## src/rtl/dram_refresh_pkg.sv

```systemverilog
package dram_refresh_pkg;

  typedef enum logic [1:0] {
    ST_IDLE,
    ST_LEAD,
    ST_ACT,
    ST_PRE
  } ref_state_t;

  // Nanoseconds to whole clock cycles, rounded up, never below one.
  function automatic int ns2cyc(input int ns, input int clk_ps);
    int c;
    c = (ns * 1000 + clk_ps - 1) / clk_ps;
    return (c < 1) ? 1 : c;
  endfunction

endpackage

```

## src/rtl/refresh_timer.sv

```systemverilog
module refresh_timer #(
  parameter int PWR_CYC  = 20000,
  parameter int REFI_CYC = 1563
) (
  input  logic clk,
  input  logic rst_n,
  input  logic run,
  output logic pwr_ok,
  output logic tick
);
  localparam int PW = $clog2(PWR_CYC + 1);
  localparam int TW = $clog2(REFI_CYC + 1);
  localparam logic [PW-1:0] PWR_LAST  = PW'(PWR_CYC - 1);
  localparam logic [TW-1:0] REFI_LAST = TW'(REFI_CYC - 1);

  logic [PW-1:0] pwr_cnt;
  logic [TW-1:0] tick_cnt;

  always_ff @(posedge clk or negedge rst_n) begin
    if (!rst_n) begin
      pwr_cnt <= '0;
      pwr_ok  <= 1'b0;
    end else if (!pwr_ok) begin
      if (pwr_cnt == PWR_LAST) pwr_ok <= 1'b1;
      else                     pwr_cnt <= pwr_cnt + 1'b1;
    end
  end

  always_ff @(posedge clk or negedge rst_n) begin
    if (!rst_n)
      tick_cnt <= '0;
    else if (run)
      tick_cnt <= (tick_cnt == REFI_LAST) ? '0 : tick_cnt + 1'b1;
  end

  assign tick = run && (tick_cnt == REFI_LAST);

  assert_tick_after_ready_R6: assert property (@(posedge clk) disable iff (!rst_n)
    tick |-> pwr_ok);

endmodule

```

## src/rtl/pending_counter.sv

```systemverilog
module pending_counter #(
  parameter int PEND_MAX = 4
) (
  input  logic clk,
  input  logic rst_n,
  input  logic tick,
  input  logic dec,
  output logic pend_nz
);
  localparam int CW = $clog2(PEND_MAX + 1);
  localparam logic [CW-1:0] CMAX = CW'(PEND_MAX);

  logic [CW-1:0] pend;

  always_ff @(posedge clk or negedge rst_n) begin
    if (!rst_n) pend <= '0;
    else begin
      case ({tick, dec})
        2'b10:   if (pend != CMAX) pend <= pend + 1'b1;
        2'b01:   if (pend != '0)   pend <= pend - 1'b1;
        default: pend <= pend;
      endcase
    end
  end

  assign pend_nz = (pend != '0);

  assert_pend_limit_R6: assert property (@(posedge clk) disable iff (!rst_n)
    pend <= CMAX);
  assert_collision_hold_R8: assert property (@(posedge clk) disable iff (!rst_n)
    (tick && dec) |=> $stable(pend));
  assert_no_underflow_R7: assert property (@(posedge clk) disable iff (!rst_n)
    dec |-> pend_nz);

endmodule

```

## src/rtl/refresh_cycle_fsm.sv

```systemverilog
module refresh_cycle_fsm
  import dram_refresh_pkg::*;
#(
  parameter int LEAD_CYC = 1,
  parameter int ACT_CYC  = 6,
  parameter int PRE_CYC  = 4,
  parameter bit RAS_ONLY = 1'b0
) (
  input  logic clk,
  input  logic rst_n,
  input  logic start,
  output logic busy,
  output logic done,
  output logic ras_act,
  output logic cas_act
);
  localparam int MAXL = (LEAD_CYC > ACT_CYC) ?
                        ((LEAD_CYC > PRE_CYC) ? LEAD_CYC : PRE_CYC) :
                        ((ACT_CYC > PRE_CYC) ? ACT_CYC : PRE_CYC);
  localparam int CW = $clog2(MAXL + 1);
  localparam logic [CW-1:0] LEAD_LAST = CW'(LEAD_CYC - 1);
  localparam logic [CW-1:0] ACT_LAST  = CW'(ACT_CYC - 1);
  localparam logic [CW-1:0] PRE_LAST  = CW'(PRE_CYC - 1);

  ref_state_t    st;
  logic [CW-1:0] cnt;

  always_ff @(posedge clk or negedge rst_n) begin
    if (!rst_n) begin
      st  <= ST_IDLE;
      cnt <= '0;
    end else begin
      case (st)
        ST_IDLE: if (start) begin st <= ST_LEAD; cnt <= '0; end
        ST_LEAD: if (cnt == LEAD_LAST) begin st <= ST_ACT; cnt <= '0; end
                 else cnt <= cnt + 1'b1;
        ST_ACT:  if (cnt == ACT_LAST) begin st <= ST_PRE; cnt <= '0; end
                 else cnt <= cnt + 1'b1;
        default: if (cnt == PRE_LAST) begin st <= ST_IDLE; cnt <= '0; end
                 else cnt <= cnt + 1'b1;
      endcase
    end
  end

  assign busy    = (st != ST_IDLE);
  assign done    = (st == ST_PRE) && (cnt == PRE_LAST);
  assign ras_act = (st == ST_ACT);
  assign cas_act = !RAS_ONLY && ((st == ST_LEAD) || (st == ST_ACT));

  // Checker: length of each row strobe pulse.
  logic [CW-1:0] low_len;
  always_ff @(posedge clk or negedge rst_n) begin
    if (!rst_n)       low_len <= '0;
    else if (ras_act) low_len <= low_len + 1'b1;
    else              low_len <= '0;
  end

  assert_ras_width_R4: assert property (@(posedge clk) disable iff (!rst_n)
    $fell(ras_act) |-> (low_len == CW'(ACT_CYC)));
  assert_cas_leads_ras_R4: assert property (@(posedge clk) disable iff (!rst_n)
    (!RAS_ONLY && $rose(ras_act)) |-> $past(cas_act));
  assert_cas_with_ras_R4: assert property (@(posedge clk) disable iff (!rst_n)
    (!RAS_ONLY && $fell(ras_act)) |-> !cas_act);

endmodule

```

## src/rtl/dram_refresh_seq.sv

```systemverilog
module dram_refresh_seq
  import dram_refresh_pkg::*;
#(
  parameter int CLK_PERIOD_PS       = 10000,
  parameter int POWERUP_NS          = 200000,
  parameter int REFRESH_INTERVAL_NS = 15625,
  parameter int INIT_CYCLES         = 8,
  parameter int ROW_BITS            = 11,
  parameter int PEND_MAX            = 4,
  parameter int NUM_RAS             = 4,
  parameter int NUM_CAS             = 4,
  parameter bit RAS_ONLY            = 1'b0,
  parameter int T_CSR_NS            = 5,
  parameter int T_ASR_NS            = 0,
  parameter int T_CHR_NS            = 10,
  parameter int T_RAS_NS            = 60,
  parameter int T_RP_NS             = 40
) (
  input  logic                clk,
  input  logic                rst_n,
  input  logic                refresh_gnt,
  output logic                refresh_req,
  output logic                refresh_busy,
  output logic                init_done,
  output logic [NUM_RAS-1:0]  ras_n,
  output logic [NUM_CAS-1:0]  cas_n,
  output logic                we_n,
  output logic [ROW_BITS-1:0] row_addr
);
  localparam int PWR_CYC  = ns2cyc(POWERUP_NS, CLK_PERIOD_PS);
  localparam int REFI_CYC = ns2cyc(REFRESH_INTERVAL_NS, CLK_PERIOD_PS);
  localparam int LEAD_CYC = RAS_ONLY ? ns2cyc(T_ASR_NS, CLK_PERIOD_PS)
                                     : ns2cyc(T_CSR_NS, CLK_PERIOD_PS);
  localparam int RAS_CYC  = ns2cyc(T_RAS_NS, CLK_PERIOD_PS);
  localparam int CHR_CYC  = ns2cyc(T_CHR_NS, CLK_PERIOD_PS);
  localparam int ACT_CYC  = (RAS_CYC > CHR_CYC) ? RAS_CYC : CHR_CYC;
  localparam int PRE_CYC  = ns2cyc(T_RP_NS, CLK_PERIOD_PS);
  localparam int IW       = $clog2(INIT_CYCLES + 1);
  localparam logic [IW-1:0] INIT_LAST = IW'(INIT_CYCLES - 1);

  logic          pwr_ok, tick, pend_nz;
  logic          busy, done, ras_act, cas_act, start;
  logic [IW-1:0] init_cnt;
  logic [ROW_BITS-1:0] row_q;

  refresh_timer #(.PWR_CYC(PWR_CYC), .REFI_CYC(REFI_CYC)) u_timer (
    .clk(clk), .rst_n(rst_n), .run(init_done), .pwr_ok(pwr_ok), .tick(tick));

  pending_counter #(.PEND_MAX(PEND_MAX)) u_pend (
    .clk(clk), .rst_n(rst_n), .tick(tick), .dec(done && init_done),
    .pend_nz(pend_nz));

  refresh_cycle_fsm #(.LEAD_CYC(LEAD_CYC), .ACT_CYC(ACT_CYC),
                      .PRE_CYC(PRE_CYC), .RAS_ONLY(RAS_ONLY)) u_fsm (
    .clk(clk), .rst_n(rst_n), .start(start), .busy(busy), .done(done),
    .ras_act(ras_act), .cas_act(cas_act));

  // Initialization runs unconditionally; afterwards a cycle needs a grant.
  assign start = !busy && pwr_ok &&
                 (init_done ? (pend_nz && refresh_gnt) : 1'b1);

  always_ff @(posedge clk or negedge rst_n) begin
    if (!rst_n) begin
      init_cnt  <= '0;
      init_done <= 1'b0;
    end else if (done && !init_done) begin
      init_cnt <= init_cnt + 1'b1;
      if (init_cnt == INIT_LAST) init_done <= 1'b1;
    end
  end

  always_ff @(posedge clk or negedge rst_n) begin
    if (!rst_n)    row_q <= '0;
    else if (done) row_q <= row_q + 1'b1;
  end

  for (genvar i = 0; i < NUM_RAS; i++) begin : g_ras
    assign ras_n[i] = ~ras_act;
  end
  for (genvar j = 0; j < NUM_CAS; j++) begin : g_cas
    assign cas_n[j] = ~cas_act;
  end

  assign we_n         = 1'b1;
  assign row_addr     = row_q;
  assign refresh_req  = pend_nz;
  assign refresh_busy = busy;

  assert_quiet_before_powerup_R2: assert property (@(posedge clk) disable iff (!rst_n)
    !pwr_ok |-> (&ras_n && &cas_n));
  assert_init_done_sticky_R3: assert property (@(posedge clk) disable iff (!rst_n)
    init_done |=> init_done);
  assert_start_needs_gnt_R7: assert property (@(posedge clk) disable iff (!rst_n)
    ($rose(refresh_busy) && init_done) |-> $past(refresh_gnt));
  assert_row_step_R9: assert property (@(posedge clk) disable iff (!rst_n)
    done |=> (row_q == ($past(row_q) + 1'b1)));
  assert_row_hold_R10: assert property (@(posedge clk) disable iff (!rst_n)
    (RAS_ONLY && !ras_n[0]) |-> (&cas_n && $stable(row_addr)));

endmodule

```

## config.mk

```make
export PLATFORM = sky130hd
export DESIGN_NAME = dram_refresh_seq
export DESIGN_NICKNAME = d
export VERILOG_FILES = /design/src/rtl/dram_refresh_pkg.sv /design/src/rtl/refresh_timer.sv /design/src/rtl/pending_counter.sv /design/src/rtl/refresh_cycle_fsm.sv /design/src/rtl/dram_refresh_seq.sv
export SDC_FILE = /design/constraint.sdc
export NUM_CORES = 1
export LEC_CHECK = 0
export ABC_AREA = 1
export BUFFER_PORTS_ARGS = -buffer_cell sky130_fd_sc_hd__clkbuf_2
export CORE_MARGIN = 1.5
export CORE_UTILIZATION = 50
export DETAILED_ROUTE_END_ITERATION = 6
export PLACE_DENSITY_LB_ADDON = 0.25
export SLEW_MARGIN = 10
export SYNTH_ARGS = -nofsm -noshare
export SYNTH_HDL_FRONTEND = slang
export SYNTH_HIERARCHICAL = 1
export SYNTH_SLANG_ARGS = --single-unit
```

## constraint.sdc

```tcl
create_clock -name clk -period 2.9 [get_ports clk]
set_input_delay 0 -clock clk [delete_from_list [all_inputs] [get_ports clk]]
set_output_delay 0 -clock clk [all_outputs]
set_load 0.01 [all_outputs]
```

==> results.toml <==
[clocking]
cts_buffers = 5
htreeDepth = 2
clk_pin_slew_ns = 0.09
cts_setup_buffers = 0
cts.path.max_buffers = 2
clock-sinks = 51
root_buffer = "clkbuf_8"
cts_tree = "done"
insertion_delay_ns = 0.30

[sta]
fmax_ghz = 0.481
finalSetupViolations = 0
tightest_slew_ns = 0.992
rsz0062_at_grt = "no"
hold_viol = 0
post-route-min-period_ns = 2.08
period_share_pct = 71.7
slew_violations = 0
skew_ns = 0.00401
final.setup.tns_ns = 0
slew_headroom_pct = 33.9

[route]
top_layer = "met4"
viasPerCell = 4.87
detail_route.wl_per_cell_um = 10.6
wl_met3_um = 150
dr.pass1.iters = 4
dr_total_vias = 2541
drtIter0Drc = 103
wl_met2_um = 2530
postRouteAntennaNets = 0
drt-met1-wl_um = 2810
routed_wl_um = 5540
route.detailed.drc = 0

[synthesis]
async_reset_ff_share_pct = 100
synthDistinctLibCells = 29
synth.most_common_cell = "nand2_1"
synth_flop_cell = "dfrtp_1"
synth_fp_nets = 442
ys_ff_latch = 51
yosysTopAreaCell = "dfrtp_1"
synth_edf_count = 0
synth.area.top_cells = "dfrtp_1 41%, nand2_1 16%, inv_1 7.3%"
yosys.area.top_type_share_pct = 40.6
synth_cells = 423
avgSynthCellArea_um2 = 7.44
synth.cell_area_mm2 = 0.00315
seq_area_frac_synth_pct = 40.6
yosys_warnings = 6
ys_top_cells_by_count = "134 x nand2_1, 61 x inv_1, 51 x dfrtp_1, 42 x nor2_1, 30 x nand3_1"

[final_layout]
postLayoutCoreUtil_pct = 56.8
fillCellCount = 546
multi_input_area_mm2 = 0.00153
drive_gt1_share_pct = 12.8
regArea_mm2 = 0.00128
syn2layout_area_growth_pct = 8.23
antenna_cells = 0
fin_nets = 465

[setup_path]
worstPathArrival_ns = 2.28
crit_type = "reg2reg"
critical_path_required_ns = 3.10
end_kind = "register"
rrSetupSlack_ns = 0.82
cp-start-kind = "register"
path_max_fanout = 5

[pwr]
power_density_mw_per_mm2 = 360
peakVddDrop_uv = 249
power_leakage_uw = 0.00184
finalPower_uw = 1220

[global_route]
grt_pass1_wl_um = 9650
grt_pass1_vias = 2301
grt_max_degree = 40
grt_usage_pct = 18.2
antenna_found_initial = 0
overflow = 0

[job]
maxCapViolCount = 0

[place]
routabilityCongestion = 0.835
io_buffers = 24
dp_hpwl_um = 4140

[die]
die_y_um = 82.3
rows = 28
ios = 26
dieArea_mm2 = 0.00678
coreArea_mm2 = 0.00599
dieWidth_um = 82.3
initial_core_util_pct = 52.5

[hold_path]
min_path_type = "in2reg"

[run_status]
outcome = "completed"
cells by family (layout without fill, tap and decap cells):
kind of cell             count (synthesis)  after routing  synth area share [%]
flip-flops                              51             51                  40.6
other                                    1              1                 0.119
adder cells (fa/ha/maj)                 16             16                  6.60
XOR/XNOR                                19             19                  5.29
AO/OA/AOI/OAI                           17             17                  2.90
buffers and inverters                   77            101                  10.9
AND/OR/NAND/NOR                        242            242                  33.6
cells in the final DEF (no fill, tap or decap):
master,count
clkinv_2,1
dlygate4sd3_1,1
nor2_2,4
nor2_4,1
nand4_1,11
a21oi_2,1
o21ai_1,1
clkbuf_8,5
nand3b_1,2
xnor2_1,10
fa_1,1
buf_4,3
nand2_1,134
bufinv_16,1
nand3_2,2
o21ai_0,8
inv_1,61
clkbuf_2,24
a21oi_1,6
inv_2,4
nand3_1,30
dfrtp_1,51
nand2_2,8
nor3b_1,1
xor2_1,9
clkinv_4,1
nor3_1,5
conb_1,1
nor2_1,42
ha_1,15
o21bai_1,1
nand2_4,2
path summary, 6_finish.rpt:
kind                       depth (start not counted)                 from        endpoint
max in group asynchronous                          3                rst_n  u_timer/pwr_ok
min in group asynchronous                          2                rst_n    u_fsm/cnt[0]
max reg2reg                                       14  u_timer/tick_cnt[0]  u_pend/pend[2]
max                                               14  u_timer/tick_cnt[0]  u_pend/pend[2]
min                                                5          refresh_gnt    u_fsm/cnt[2]
min reg2reg                                        1          init_cnt[3]     init_cnt[3]
per-stage QoR:
stage,setup WS (ns),hold WS (ns),instances,area (um^2)
final,0.821,0.271,522,3400
after CTS,0.809,0.262,522,3400
after global placement,0.915,0.216,513,3280
after global routing,0.596,0.297,522,3400
after detailed placement,0.825,0.215,513,3280
after floorplan,0.819,-0.296,423,3150
layout make-up:
class                   instances  area share (%)
multi-input cells             295            44.8
flip-flops and latches         51            37.5
inverters                      65            7.17
repair buffers                 28            4.48
well taps                      75            2.76
clock buffers                   5            2.02
clock inverters                 3            1.29
per-layer routing:
metal | global-route usage (%) | up-vias
met3 | 2.97 | 6
met4 | 5.08 | 0
li1 | - | 1337
met5 | 0 | -
met2 | 30.2 | 36
met1 | 24.5 | 1162
report_power, final:
part / switching (uW) / leakage (uW) / internal, uW / total, uW
Sequential: 0 / 0.000698 / 710 / 710
Combinational: 14.7 / 0.00108 / 2.69 / 17.3
Clock: 240 / 0.0000581 / 257 / 497
worst max-delay path: stages (launching register included):
cell      delay, ns
dfrtp_1        0.41
inv_1          0.06
ha_1           0.19
inv_1          0.05
nor2_1         0.04
nand4_1        0.15
inv_1          0.10
inv_1          0.11
nand2_2        0.08
fa_1           0.38
nand3b_1       0.17
nand2_1        0.06
inv_1          0.05
nand3_1        0.07
nand2_1        0.05
registers in the layout, indices dropped and copies added (netlist names):
| name | flops |
|---|---|
| u_timer/pwr_cnt | 15 |
| row_addr | 11 |
| u_timer/tick_cnt | 11 |
| init_cnt | 4 |
| u_fsm/cnt | 3 |
| u_pend/pend | 3 |
| u_fsm/st | 2 |
| init_done | 1 |
| u_timer/pwr_ok | 1 |
timing repair:
action / in CTS / in global routing
endpoints found under the setup margin: 0 / 0
hold buffers: 1 / 0
hold endpoints to repair: 38 / 0
gates resized for setup: 0 / 0
Power figures use the tool's default switching activity.
